<file path="src/rtl/i2c_sel_pkg.sv">
package i2c_sel_pkg;
  typedef enum logic [2:0] {
    S_IDLE, S_ADDR, S_AACK, S_WDAT, S_WACK, S_RDAT, S_RACK, S_SKIP
  } tgt_state_t;
endpackage

</file>
<file path="src/rtl/bus_cond_det.sv">
module bus_cond_det #(
  parameter int SYNC = 2
) (
  input  logic clk,
  input  logic rst_n,
  input  logic scl_i,
  input  logic sda_i,
  output logic sda_o,
  output logic start_o,
  output logic stop_o,
  output logic rise_o,
  output logic fall_o
);
  logic [SYNC-1:0] scl_ff, sda_ff;
  logic scl_prev, sda_prev;
  logic scl_now, sda_now;

  assign scl_now = scl_ff[SYNC-1];
  assign sda_now = sda_ff[SYNC-1];

  // Lines idle high, so the chain and the history reset to 1.
  always_ff @(posedge clk or negedge rst_n) begin
    if (!rst_n) begin
      scl_ff   <= '1;
      sda_ff   <= '1;
      scl_prev <= 1'b1;
      sda_prev <= 1'b1;
    end else begin
      scl_ff   <= {scl_ff[SYNC-2:0], scl_i};
      sda_ff   <= {sda_ff[SYNC-2:0], sda_i};
      scl_prev <= scl_now;
      sda_prev <= sda_now;
    end
  end

  assign sda_o   = sda_now;
  assign start_o = scl_now & scl_prev & sda_prev & ~sda_now;
  assign stop_o  = scl_now & scl_prev & ~sda_prev & sda_now;
  assign rise_o  = scl_now & ~scl_prev;
  assign fall_o  = ~scl_now & scl_prev;
endmodule

</file>
<file path="src/rtl/sel_target_fsm.sv">
module sel_target_fsm
  import i2c_sel_pkg::*;
#(
  parameter int          DW       = 8,
  parameter int          AW       = 7,
  parameter logic [6:0]  TGT_ADDR = 7'b1110000
) (
  input  logic          clk,
  input  logic          rst_n,
  input  logic          start,
  input  logic          stop,
  input  logic          rise,
  input  logic          fall,
  input  logic          sda,
  output logic [DW-1:0] ctrl_o,
  output logic          pull_o,
  output tgt_state_t    state_o
);
  localparam int CW = $clog2(DW);

  tgt_state_t    st, st_n;
  logic [CW-1:0] cnt, cnt_n;
  logic [DW-1:0] sh, sh_n, ctrl, ctrl_n;
  logic          done, done_n, rw, rw_n, mnack, mnack_n, pull, pull_n;

  always_comb begin
    st_n = st; cnt_n = cnt; sh_n = sh; ctrl_n = ctrl;
    done_n = done; rw_n = rw; mnack_n = mnack; pull_n = pull;
    if (start) begin
      st_n = S_ADDR; cnt_n = '0; done_n = 1'b0; pull_n = 1'b0;
    end else if (stop) begin
      st_n = S_IDLE; done_n = 1'b0; pull_n = 1'b0;
    end else begin
      case (st)
        S_ADDR, S_WDAT: begin
          if (rise) begin
            sh_n  = {sh[DW-2:0], sda};
            cnt_n = cnt + 1'b1;
            if (cnt == CW'(DW-1)) done_n = 1'b1;
          end else if (fall && done) begin
            done_n = 1'b0;
            cnt_n  = '0;
            if (st == S_ADDR) begin
              if (sh[DW-1 -: AW] == TGT_ADDR) begin
                st_n = S_AACK; pull_n = 1'b1; rw_n = sh[0];
              end else begin
                st_n = S_SKIP;
              end
            end else begin
              ctrl_n = sh; pull_n = 1'b1; st_n = S_WACK;
            end
          end
        end
        S_AACK: if (fall) begin
          cnt_n = '0;
          if (rw) begin
            st_n = S_RDAT; sh_n = ctrl; pull_n = ~ctrl[DW-1];
          end else begin
            st_n = S_WDAT; pull_n = 1'b0;
          end
        end
        S_WACK: if (fall) begin
          st_n = S_WDAT; pull_n = 1'b0; cnt_n = '0;
        end
        S_RDAT: if (fall) begin
          cnt_n = cnt + 1'b1;
          if (cnt == CW'(DW-1)) begin
            st_n = S_RACK; pull_n = 1'b0;
          end else begin
            sh_n = {sh[DW-2:0], 1'b0}; pull_n = ~sh[DW-2];
          end
        end
        S_RACK: begin
          if (rise) mnack_n = sda;
          else if (fall) begin
            if (mnack) st_n = S_SKIP;
            else begin
              st_n = S_RDAT; sh_n = ctrl; pull_n = ~ctrl[DW-1]; cnt_n = '0;
            end
          end
        end
        default: ;
      endcase
    end
  end

  always_ff @(posedge clk or negedge rst_n) begin
    if (!rst_n) begin
      st <= S_IDLE; cnt <= '0; sh <= '0; ctrl <= '0;
      done <= 1'b0; rw <= 1'b0; mnack <= 1'b0; pull <= 1'b0;
    end else begin
      st <= st_n; cnt <= cnt_n; sh <= sh_n; ctrl <= ctrl_n;
      done <= done_n; rw <= rw_n; mnack <= mnack_n; pull <= pull_n;
    end
  end

  assign ctrl_o  = ctrl;
  assign pull_o  = pull;
  assign state_o = st;
endmodule

</file>
<file path="src/rtl/chan_decode.sv">
module chan_decode #(
  parameter int NCH  = 2,
  parameter int SELW = 2
) (
  input  logic            clk,
  input  logic            rst_n,
  input  logic            stop,
  input  logic [SELW:0]   code_i,
  output logic [NCH-1:0]  en_o
);
  logic [SELW:0] act, act_n;

  always_comb begin
    act_n = act;
    if (stop) act_n = code_i;
  end

  always_ff @(posedge clk or negedge rst_n) begin
    if (!rst_n) act <= '0;
    else        act <= act_n;
  end

  // Codes at or above NCH select nothing.
  for (genvar i = 0; i < NCH; i++) begin : g_en
    assign en_o[i] = act[SELW] & (act[SELW-1:0] == SELW'(i));
  end
endmodule

</file>
<file path="src/rtl/i2c_chan_sel.sv">
module i2c_chan_sel
  import i2c_sel_pkg::*;
#(
  parameter int         NCH      = 2,
  parameter int         SELW     = 2,
  parameter int         DW       = 8,
  parameter int         SYNC     = 2,
  parameter logic [6:0] TGT_ADDR = 7'b1110000
) (
  input  logic           clk,
  input  logic           rst_n,
  input  logic           scl_i,
  input  logic           sda_i,
  output logic           sda_pull_o,
  output logic [NCH-1:0] chan_en_o
);
  logic [1:0]    rst_q;
  logic          rst_int;
  logic          sda_s, start_w, stop_w, rise_w, fall_w;
  logic [DW-1:0] ctrl_w;
  tgt_state_t    fsm_st;

  always_ff @(posedge clk or negedge rst_n) begin
    if (!rst_n) rst_q <= 2'b00;
    else        rst_q <= {rst_q[0], 1'b1};
  end
  assign rst_int = rst_q[1];

  bus_cond_det #(.SYNC(SYNC)) u_det (
    .clk(clk), .rst_n(rst_int), .scl_i(scl_i), .sda_i(sda_i),
    .sda_o(sda_s), .start_o(start_w), .stop_o(stop_w),
    .rise_o(rise_w), .fall_o(fall_w)
  );

  sel_target_fsm #(.DW(DW), .AW(7), .TGT_ADDR(TGT_ADDR)) u_fsm (
    .clk(clk), .rst_n(rst_int), .start(start_w), .stop(stop_w),
    .rise(rise_w), .fall(fall_w), .sda(sda_s),
    .ctrl_o(ctrl_w), .pull_o(sda_pull_o), .state_o(fsm_st)
  );

  chan_decode #(.NCH(NCH), .SELW(SELW)) u_dec (
    .clk(clk), .rst_n(rst_int), .stop(stop_w),
    .code_i(ctrl_w[SELW:0]), .en_o(chan_en_o)
  );
endmodule

</file>
<file path="config.mk">
export PLATFORM = sky130hd
export DESIGN_NAME = i2c_chan_sel
export DESIGN_NICKNAME = d
export VERILOG_FILES = /design/src/rtl/i2c_sel_pkg.sv /design/src/rtl/bus_cond_det.sv /design/src/rtl/sel_target_fsm.sv /design/src/rtl/chan_decode.sv /design/src/rtl/i2c_chan_sel.sv
export SDC_FILE = /design/constraint.sdc
export NUM_CORES = 1
export LEC_CHECK = 0
export ABC_AREA = 0
export CAP_MARGIN = 5
export CORE_ASPECT_RATIO = 0.8
export CORE_MARGIN = 8
export CORE_UTILIZATION = 45
export DETAILED_ROUTE_END_ITERATION = 12
export GPL_ROUTABILITY_DRIVEN = 0
export MAX_ROUTING_LAYER = met4
export PLACE_DENSITY_LB_ADDON = 0.15
export SLEW_MARGIN = 25
export SYNTH_ARGS = -nofsm -noshare
export SYNTH_HDL_FRONTEND = slang
export SYNTH_SLANG_ARGS = --single-unit
export TNS_END_PERCENT = 50
</file>
<file path="constraint.sdc">
create_clock -name clk -period 1.5 [get_ports clk]
set_input_delay 0.375 -clock clk [delete_from_list [all_inputs] [get_ports clk]]
set_output_delay 0.375 -clock clk [all_outputs]
set_load 0.01 [all_outputs]
</file>
==> results of run 1 <==
[worst register-to-register path: stages, from the launching register on]
cell      delay [ns]
dfrtp_1         0.39
ha_2            0.20
ha_4            0.16
nand3b_1        0.13
a21boi_4        0.22
o211ai_4        0.10
buf_12          0.16
mux2_4          0.30
[routing by layer]
| metal | vias to the layer above | global-route usage, % |
|---|---|---|
| met5 | - | - |
| met4 | 0 | 3.93 |
| met3 | 2 | 4.25 |
| met2 | 26 | 24.3 |
| met1 | 690 | 18.5 |
| li1 | 665 | - |
[kinds of logic after synthesis]
kind of cell,Yosys count
AO/OA/AOI/OAI,30
other,1
AND/OR/NAND/NOR,40
adder cells (fa/ha/maj),2
flip-flops,37
XOR/XNOR,1
buffers and inverters,11
multiplexers,33
[report_power, final]
part	switching (uW)	internal [uW]	leakage, uW
clock network	376	669	0.0000687
logic	695	985	0.000672
registers	158	1190	0.000469
[metrics by stage]
step | worst slack, ns | instances | power, uW
after global routing | -0.305 | 261 | 4290
after CTS | -0.220 | 259 | 4020
after global placement | -0.215 | 250 | 2810
final | -0.263 | 261 | 4080
after floorplan | -0.166 | 155 | 2310
after detailed placement | -0.247 | 250 | 2870
[worst min-delay path by stage]
stage | end | cells after the start
after global routing | rst_q[0] | 1
after detailed placement | u_dec.act[2] | 1
final | rst_q[0] | 1
after CTS | rst_q[0] | 1
after global placement | u_dec.act[2] | 1
after floorplan | rst_q[0] | 0
[synth_stat cells, types with 2 or more instances]
| cell | n |
|---|---|
| buf_6 | 3 |
| mux2_2 | 28 |
| o21bai_1 | 2 |
| nand2_1 | 6 |
| ha_1 | 2 |
| nand4b_1 | 2 |
| a31oi_1 | 2 |
| dfstp_2 | 6 |
| nor2_1 | 6 |
| nor2b_1 | 4 |
| inv_1 | 3 |
| nor3_1 | 2 |
| mux2i_1 | 5 |
| nand2b_4 | 2 |
| a32o_1 | 2 |
| buf_4 | 2 |
| buf_2 | 2 |
| dfrtp_1 | 31 |
| nor3b_1 | 2 |
| o211ai_1 | 2 |
| nand3_1 | 5 |
| nand2b_1 | 2 |
| nand4_1 | 2 |
| a21oi_1 | 6 |
| o21ai_0 | 5 |
| nand3b_1 | 4 |
[state kept, by name, summed over array words and instances, names as in the netlist, 2 cells and up]
signal	count
rst_q	2
u_dec.act	3
u_det.scl_ff	2
u_det.sda_ff	2
u_fsm.cnt	3
u_fsm.ctrl_o	8
u_fsm.sh	8
u_fsm.state_o	3
[cell type report]
type / count / area, um2
Clock inverter: 3 / 68.8
Clock buffer: 5 / 68.8
Multi-Input combinational cell: 107 / 982
Timing Repair Buffer: 49 / 408
Fill cell: 322 / 1550
Tap cell: 57 / 71.3
Sequential cell: 37 / 935
Inverter: 3 / 11.3
[what timing repair did]
| item | 4_1_cts | 5_1_grt |
|---|---|---|
| setup buffers | 1 | 3 |
| resized for setup | 17 | 11 |
| endpoints found under the hold margin | 0 | 0 |
| setup endpoints to repair | 29 | 28 |
| pin swaps | 5 | 5 |
==> results.tsv, run 1 <==
stage	metric	value	unit
sta	slew_viol_final	0	
global_routing	grt_pass1_vias	1476	
clocking	cts_sinks	37	
worst_setup_path	worst-path-buf-inv	1	
final_layout	fin_nets	209	
sta	max_freq	567	MHz
drt	dr.pass1.iters	4	
final_layout	drive_gt1_share	50.5	%
worst_setup_path	endpoint	u_fsm.sh[7]	
worst_setup_path	ff2ff_path_depth	7	
logic_synthesis	synth.distinct_cells	43	
run_status	status	finished with violations	
worst_setup_path	worstReg2RegStart	u_fsm.cnt[0]	
drt	num_vias	1383	
worst_setup_path	max_stage_delay	0.39	ns
final_layout	fin_util	62.1	%
clocking	clockBufferDepth	2	
sta	rsz0062_at_grt	true	
logic_synthesis	synth_top_family_by_area	multiplexers	
hold_path	hold_path.class	in -> async	
drt	dr.max_layer_used	met4	
logic_synthesis	synth_compound_area_share	11.6	%
worst_setup_path	cp_data_arrival_time	1.93	ns
global_routing	grt-ovfl-total	0	
placed_design	dpl_cell_area	2300	um2
power_and_ir_drop	leakage	0.00121	uW
placed_design	hpwl	3.05	mm
floorplan	start_util	45.6	%
drt	met1Wirelength	1.98	mm
floorplan	die_w	88.1	um
worst_setup_path	critPathKind	reg -> reg	
global_routing	grt_max_degree	36	
clocking	cts_tree	yes	
global_routing	grtUsageTotal	15.2	%
drt	wirelength	4.36	mm
clocking	clk_pin_slew	0.08	ns
power_and_ir_drop	vdd_ir_drop_max	803	uV
logic_synthesis	synth_nets	161	
sta	final-hold-violation-count	0	
drt	viasPerCell	5.30	
floorplan	dieArea	6490	um2
drt	drt_iter0_drc	145	
run_status	violations	negative setup slack	
sta	finalWorstSetupSlack	-0.263	ns
logic_synthesis	synth_edf_count	0	
worst_setup_path	endpoint_kind	flop	
worst_setup_path	rrSetupSlack	-0.26	ns
floorplan	rows	21	
worst_setup_path	setup.worst_path.start	u_fsm.cnt[0]	
floorplan	die_height	73.6	um
clocking	htreeDepth	2	
logic_synthesis	synth_async_sr_flop_share	100	%
sta	whs	0.237	ns
logic_synthesis	synth_area_leaders	dfrtp_1 41%, mux2_2 17%, dfstp_2 8.4%	
worst_setup_path	worstPathRequired	1.67	ns
logic_synthesis	ys_seq_area_share	49.9	%
drt	wl_per_cell	16.7	um
floorplan	core_area	4100	um2
final_layout	antenna_cells	0	
logic_synthesis	synth-seq-cells	37	
drt	wl_met2	2.13	mm
clocking	clkLatencyLatePin	0.29	ns
final_layout	layout_commonest_cell	buf_4	
job	maxCapViolations	0	
power_and_ir_drop	p_per_area	1600	nW/um2
worst_setup_path	cp_slowest_cell	dfrtp_1	
floorplan	io_pins	7	
worst_setup_path	crit_path_max_fanout	8	
clocking	root_buffer	clkbuf_8	
drt	met3_wirelength	210	um
drt	ant_nets	0	
logic_synthesis	postSynthAreaPerCell	12.1	um2
sta	finClkSkew	0.00490	ns
worst_setup_path	path_depth	7	
clocking	holdBufCountCts	0	
logic_synthesis	synthXorXnorAreaFrac	0.469	%
logic_synthesis	muxShareOfSynthArea	19.5	%
worst_setup_path	reg2reg_to	u_fsm.sh[7]	
logic_synthesis	synth_ff_type	dfrtp_1	
logic_synthesis	syn_inst	155	
worst_setup_path	cp_top_family	flip-flops	
sta	fin_crit_sh	118	%
logic_synthesis	ys_warn_count	0	
logic_synthesis	synth-adder-area-share	1.34	%
placed_design	port_buffers	6	
logic_synthesis	yosys.area.top_type	dfrtp_1	
global_routing	grt_pass1_wl	7.25	mm
final_layout	most-common-layout-cells	38 x buf_4, 30 x dfrtp_1, 20 x mux2_2, 8 x mux2_4	
sta	setup_viol	24	
logic_synthesis	synth_top_area_share	41.5	%
global_routing	antenna_found_initial	0	
drt	drcViolationCount	0	
logic_synthesis	synthSimpleGateAreaFrac	12.9	%
sta	fin_setup_tns	-3.44	ns
worst_setup_path	path_cells	ha_2 > ha_4 > nand3b_1 > a21boi_4 > o211ai_4 > buf_12 > mux2_4	
final_layout	syn2layout_area_growth	36.1	%
final_layout	finalInstanceArea	2540	um2
clocking	numCtsBuffers	5	
worst_setup_path	startpoint_type	flop	
sta	min_period	1.76	ns
logic_synthesis	syn-cell-area	1870	um2
Power figures use the tool's default switching activity.
==> inputs of run 2 (changes only) <==
--- a/config.mk
+++ b/config.mk
@@ -10,6 +10,7 @@
 export CORE_ASPECT_RATIO = 0.8
 export CORE_MARGIN = 8
 export CORE_UTILIZATION = 45
+export CTS_BUF_LIST = sky130_fd_sc_hd__clkbuf_16
 export DETAILED_ROUTE_END_ITERATION = 12
 export GPL_ROUTABILITY_DRIVEN = 0
 export MAX_ROUTING_LAYER = met4
@@ -18,4 +19,3 @@
 export SYNTH_ARGS = -nofsm -noshare
 export SYNTH_HDL_FRONTEND = slang
 export SYNTH_SLANG_ARGS = --single-unit
-export TNS_END_PERCENT = 50
==> constraint.sdc (replaced) <==
create_clock -name clk -period 2.1 [get_ports clk]
set_input_delay 0.525 -clock clk [delete_from_list [all_inputs] [get_ports clk]]
set_output_delay 0.525 -clock clk [all_outputs]
set_load 0.01 [all_outputs]
==> results.tsv, run 2 (same netlist as run 1, synthesis figures left out) <==
stage	metric	value	unit	change
clocking	cts_tree	yes		unchanged
clocking	cts-resized-gates	0		was 17
power_and_ir_drop	leakage	0.000962	uW	was 0.00121 uW
power_and_ir_drop	p_sw	739	uW	was 1230 uW
worst_setup_path	ff2ff_path_depth	5		was 7
sta	finClkSkew	0.00602	ns	was 0.00490 ns
sta	rsz0062_at_grt	false		was true
hold_path	hold_path.class	reg -> async		was in -> async
global_routing	grt_max_degree	22		was 36
sta	slew_viol_final	0		unchanged
final_layout	layout_commonest_cell	dfrtp_1		was buf_4
sta	fin_setup_tns	0	ns	was -3.44 ns
power_and_ir_drop	comb_power_share	25.3	%	was 41.2%
final_layout	finalInstanceArea	2160	um2	was 2540 um2
final_layout	multi_input_area	862	um2	was 982 um2
floorplan	core_area	4100	um2	unchanged
sta	fin_crit_sh	93.1	%	
clocking	cts_sinks	37		unchanged
drt	wirelength	3.51	mm	was 4.36 mm
global_routing	antenna_found_initial	0		unchanged
sta	final-hold-violation-count	0		unchanged
power_and_ir_drop	clkPwrFrac	33.5	%	was 25.7%
final_layout	register_area	933	um2	was 935 um2
drt	viasPerCell	5.46		was 5.30
worst_setup_path	worstPathRequired	1.57	ns	was 1.67 ns
floorplan	die_height	73.6	um	unchanged
worst_setup_path	endpoint_kind	primary output		was flop
global_routing	grtUsageTotal	12.8	%	was 15.2%
sta	max_freq	511	MHz	
drt	num_vias	1224		was 1383
floorplan	dieArea	6490	um2	unchanged
drt	drt_iter0_drc	94		was 145
sta	slew_headroom	56.9	%	
clocking	cts_setup_buffers	0		was 1
sta	min_period	1.96	ns	
final_layout	antenna_cells	0		unchanged
worst_setup_path	critPathKind	reg -> out		was reg -> reg
placed_design	port_buffers	6		unchanged
clocking	numCtsBuffers	5		unchanged
worst_setup_path	cp_data_arrival_time	1.43	ns	was 1.93 ns
clocking	clkLatencyLatePin	0.28	ns	was 0.29 ns
global_routing	grt_pass1_vias	1289		was 1476
power_and_ir_drop	power.internal	1770	uW	was 2850 uW
floorplan	die_w	88.1	um	unchanged
placed_design	dpl_cell_area	2000	um2	was 2300 um2
sta	setup_viol	0		was 24
power_and_ir_drop	switching_share	29.5	%	was 30.2%
drt	drcViolationCount	0		unchanged
floorplan	io_pins	7		unchanged
power_and_ir_drop	seq_power_share	41.2	%	was 33.1%
global_routing	grt-ovfl-total	0		unchanged
clocking	clk_pin_slew	0.06	ns	was 0.08 ns
worst_setup_path	startpoint_type	flop		unchanged
power_and_ir_drop	p_total	2500	uW	was 4080 uW
power_and_ir_drop	p_per_area	1160	nW/um2	was 1600 nW/um2
clocking	clockBufferDepth	2		unchanged
final_layout	fin_util	52.8	%	was 62.1%
worst_setup_path	crit_path_max_fanout	3		was 8
floorplan	rows	21		unchanged
sta	worst_slew_pin_slew	0.646	ns	
final_layout	drive_gt1_share	29.9	%	was 50.5%
floorplan	start_util	45.6	%	unchanged
power_and_ir_drop	vdd_ir_drop_max	622	uV	was 803 uV
clocking	root_buffer	clkbuf_16		was clkbuf_8
drt	ant_nets	0		unchanged
run_status	status	finished, final reports clean		was finished with violations
final_layout	syn2layout_area_growth	15.7	%	was 36.1%
sta	finalWorstSetupSlack	0.145	ns	was -0.263 ns
drt	wl_per_cell	15.7	um	was 16.7 um
final_layout	fill_cells	381		was 322
drt	dr.pass1.iters	4		unchanged
global_routing	grt_pass1_wl	6.17	mm	was 7.25 mm
final_layout	most-common-layout-cells	31 x dfrtp_1, 28 x mux2_2		was 38 x buf_4, 30 x dfrtp_1, 20 x mux2_2, 8 x mux2_4
clocking	holdBufCountCts	0		unchanged
placed_design	hpwl	2.50	mm	was 3.05 mm
clocking	htreeDepth	2		unchanged
placed_design	preCtsSetupSlack	0.269	ns	was -0.247 ns
final_layout	fin_nets	172		was 209
job	maxCapViolations	0		unchanged
==> run 2: changes by cell type in the layout (fill, tap and decap cells not counted), moves of 3 or more <==
| cell | previous run | this run |
|---|---|---|
| buf_4 | 38 | 5 |
| clkbuf_8 | 5 | 0 |
| clkdlybuf4s50_1 | 3 | 6 |
| buf_6 | 3 | 0 |
| mux2_2 | 20 | 28 |
| clkbuf_16 | 0 | 5 |
| mux2_4 | 8 | 0 |
==> run 2: power by group through the flow <==
stage	Combinational (uW)	Sequential [uW]	Clock, uW
after floorplan	580	955	0
after global placement	614	1040	0
after detailed placement	630	1050	0
after CTS	636	1030	861
after global routing	704	1060	881
final	633	1030	840
==> run 2: critical path: stages (launching register included) <==
cell and delay (ns):
dfrtp_1 0.38, nor3b_1 0.20, clkdlybuf4s50_1 0.57
==> run 2: stage by stage <==
stage          std cells  hold slack (ns)
3_3_place_gp         216            0.274
3_5_place_dp         216            0.290
4_1_cts              224            0.296
5_1_grt              224            0.330
6_report             224            0.272
2_1_floorplan        155            0.229
==> run 2: cell type report <==
type                       count  area share (%)
tap                           57            3.30
clock buffer                   5            5.78
timing repair buffer          12            5.44
multi-input combinational    107            39.8
inverter                       3           0.521
sequential                    37            43.1
clock inverter                 3            1.97
==> run 2: path summary, 6_finish.rpt <==
check	startpoint	endpoint	slack, ns
max in group asynchronous	rst_q[1]	u_dec.act[0]	1.30
worst min register to register	rst_q[1]	u_fsm.done	0.27
worst max-delay path	u_dec.act[1]	chan_en_o[0]	0.14
worst max register to register	u_fsm.state_o[2]	u_fsm.sh[4]	0.23
min in group clk	rst_q[0]	rst_q[1]	0.35
worst min-delay path	rst_q[1]	u_fsm.done	0.27
==> run 2: metal layers <==
layer  vias up  global-route usage, %  part of all wire (%)
met5         -                      -                     0
met3         7                   4.13                   4.6
met4         0                   6.17                   2.1
met2        18                   18.2                    44
met1       602                   16.1                    49
li1        597                      -                     -
==> inputs of run 3 (changes only) <==
--- a/config.mk
+++ b/config.mk
@@ -12,6 +12,7 @@
 export CORE_UTILIZATION = 45
 export CTS_BUF_LIST = sky130_fd_sc_hd__clkbuf_16
 export DETAILED_ROUTE_END_ITERATION = 12
+export DONT_BUFFER_PORTS = 1
 export GPL_ROUTABILITY_DRIVEN = 0
 export MAX_ROUTING_LAYER = met4
 export PLACE_DENSITY_LB_ADDON = 0.15
==> results.tsv, run 3 (same netlist as run 1, synthesis figures left out) <==
stage	metric	value	unit	change
run_status	status	finished, final reports clean		unchanged
final_layout	finalInstanceArea	2110	um2	was 2160 um2
power_and_ir_drop	vdd_ir_drop_max	608	uV	was 622 uV
worst_setup_path	rrSetupSlack	0.15	ns	was 0.23 ns
floorplan	die_w	88.1	um	unchanged
worst_setup_path	endpoint	u_fsm.sh[3]		was chan_en_o[0]
final_layout	drive_gt1_share	32.3	%	was 29.9%
drt	wirelength	3.60	mm	was 3.51 mm
power_and_ir_drop	comb_power_share	27.0	%	was 25.3%
sta	fin_crit_sh	93.0	%	was 93.1%
global_routing	grt-ovfl-total	0		unchanged
power_and_ir_drop	power.internal	1640	uW	was 1770 uW
sta	final-hold-violation-count	0		unchanged
floorplan	start_util	45.6	%	unchanged
final_layout	fin_nets	169		was 172
final_layout	most-common-layout-cells	31 x dfrtp_1, 28 x mux2_2, 7 x buf_4		was 31 x dfrtp_1, 28 x mux2_2
worst_setup_path	reg2reg_to	u_fsm.sh[3]		was u_fsm.sh[4]
placed_design	dpl_cell_area	1950	um2	was 2000 um2
clocking	cts_sinks	37		unchanged
floorplan	rows	21		unchanged
final_layout	fin_util	51.4	%	was 52.8%
power_and_ir_drop	switching_share	31.5	%	was 29.5%
drt	dr.pass1.iters	5		was 4
clocking	cts-resized-gates	0		unchanged
global_routing	grt_pass1_wl	6.07	mm	was 6.17 mm
drt	wl_per_cell	16.3	um	was 15.7 um
final_layout	multi_input_area	862	um2	unchanged
job	maxCapViolations	0		unchanged
clocking	htreeDepth	2		unchanged
worst_setup_path	max_stage_delay	0.66	ns	was 0.57 ns
power_and_ir_drop	clkPwrFrac	30.6	%	was 33.5%
final_layout	fill_cells	379		was 381
placed_design	port_buffers	0		was 6
drt	drt_iter0_drc	67		was 94
floorplan	die_height	73.6	um	unchanged
clocking	cts_setup_buffers	0		unchanged
worst_setup_path	path_cells	nand2b_4 > o32ai_1 > o211ai_2 > mux2_2		was nor3b_1 > clkdlybuf4s50_1
sta	rsz0062_at_grt	false		unchanged
hold_path	hp-start	sda_i		
drt	num_vias	1244		was 1224
final_layout	register_area	933	um2	unchanged
worst_setup_path	startpoint_type	flop		unchanged
global_routing	grt_max_degree	20		was 22
sta	slew_headroom	50.6	%	was 56.9%
sta	slew_viol_final	0		unchanged
worst_setup_path	cp_data_arrival_time	2.12	ns	was 1.43 ns
clocking	holdBufCountCts	1		was 0
hold_path	hold_path.class	in -> reg		was reg -> async
final_layout	syn2layout_area_growth	12.7	%	was 15.7%
power_and_ir_drop	p_per_area	1140	nW/um2	was 1160 nW/um2
worst_setup_path	worstReg2RegStart	u_det.scl_ff[1]		was u_fsm.state_o[2]
clocking	root_buffer	clkbuf_16		unchanged
sta	setup_viol	0		unchanged
clocking	numCtsBuffers	5		unchanged
clocking	clkLatencyLatePin	0.28	ns	about the same
floorplan	core_area	4100	um2	unchanged
sta	fin_setup_tns	0	ns	unchanged
sta	finClkSkew	0.00337	ns	was 0.00602 ns
global_routing	grt_pass1_vias	1267		was 1289
drt	viasPerCell	5.63		was 5.46
worst_setup_path	endpoint_kind	flop		was primary output
clocking	clk_pin_slew	0.06	ns	about the same
worst_setup_path	ff2ff_path_depth	4		was 5
worst_setup_path	cp_slowest_cell	dfstp_2		was clkdlybuf4s50_1
worst_setup_path	path_depth	4		was 2
worst_setup_path	setup.worst_path.start	u_det.scl_ff[1]		was u_dec.act[1]
placed_design	hpwl	2.53	mm	was 2.50 mm
sta	min_period	1.95	ns	was 1.96 ns
worst_setup_path	worst-path-buf-inv	0		was 1
global_routing	grtUsageTotal	12.7	%	was 12.8%
floorplan	dieArea	6490	um2	unchanged
drt	drcViolationCount	0		unchanged
power_and_ir_drop	leakage	0.000941	uW	was 0.000962 uW
floorplan	io_pins	7		unchanged
worst_setup_path	worstPathRequired	2.27	ns	was 1.57 ns
power_and_ir_drop	p_sw	754	uW	was 739 uW
sta	max_freq	512	MHz	was 511 MHz
worst_setup_path	cp_top_family	flip-flops		was buffers and inverters
drt	ant_nets	0		unchanged
clocking	clockBufferDepth	2		unchanged
worst_setup_path	crit_path_max_fanout	11		was 3
worst_setup_path	critPathKind	reg -> reg		was reg -> out
clocking	cts_tree	yes		unchanged
power_and_ir_drop	seq_power_share	42.4	%	was 41.2%
final_layout	layout_commonest_cell	dfrtp_1		unchanged
global_routing	antenna_found_initial	0		unchanged
sta	worst_slew_pin_slew	0.741	ns	was 0.646 ns
final_layout	antenna_cells	0		unchanged
-- run 3: cell count changes in the layout (fill, tap and decap cells not counted) --
cell / previous run / this run
buf_4: 5 / 7
bufinv_16: 1 / 0
clkdlybuf4s50_1: 6 / 0
clkinv_2: 0 / 1
clkinv_4: 1 / 0
clkinvlp_4: 0 / 1
dlygate4sd3_1: 0 / 1
inv_1: 4 / 3
inv_6: 0 / 1
-- run 3: stage by stage --
step	setup WS, ns	cells	hold WS, ns	power [uW]
floorplan	0.334	155	0.229	1540
global placement	0.187	212	0.229	1640
detailed placement	0.142	212	0.229	1670
CTS	0.130	221	0.227	2420
global route	0.0325	221	0.226	2530
finish	0.147	221	0.235	2400
-- run 3: cell type report --
type / count / share of cell area [%]
inverters: 3 / 0.534
repair buffers: 9 / 3.92
well taps: 57 / 3.38
multi-input cells: 107 / 40.9
clock buffers: 5 / 5.94
flip-flops and latches: 37 / 44.3
clock inverters: 3 / 1.01
-- run 3: worst min-delay path by stage --
stage | endpoint | slack [ns] | cells after the start
2_1_floorplan | rst_q[0] | 0.23 | 0
3_3_place_gp | rst_q[1] | 0.23 | 0
3_5_place_dp | rst_q[1] | 0.23 | 0
4_1_cts | u_det.sda_ff[0] | 0.23 | 0
5_1_grt | u_det.sda_ff[0] | 0.23 | 0
6_report | u_det.sda_ff[0] | 0.23 | 0
-- run 3: layer usage --
metal	vias to the layer above	wire (um)	track usage, %	share of wire (%)
met5	-	0	-	0
met3	7	201	3.02	5.6
li1	582	-	-	-
met4	0	73	6.73	2.0
met2	35	1640	19.1	45
met1	620	1690	15.6	47
-- run 3: worst register-to-register path, stage by stage (launching register included) --
cell	delay (ns)
dfstp_2	0.66
nand2b_4	0.20
o32ai_1	0.10
o211ai_2	0.46
mux2_2	0.41
-- run 3: power groups by stage --
stage                     registers (uW)  logic [uW]  clock network [uW]
final                               1010         647                 733
after global routing                1050         708                 782
after CTS                           1010         648                 760
after detailed placement            1030         643                   0
after global placement              1020         625                   0
after floorplan                      955         580                   0
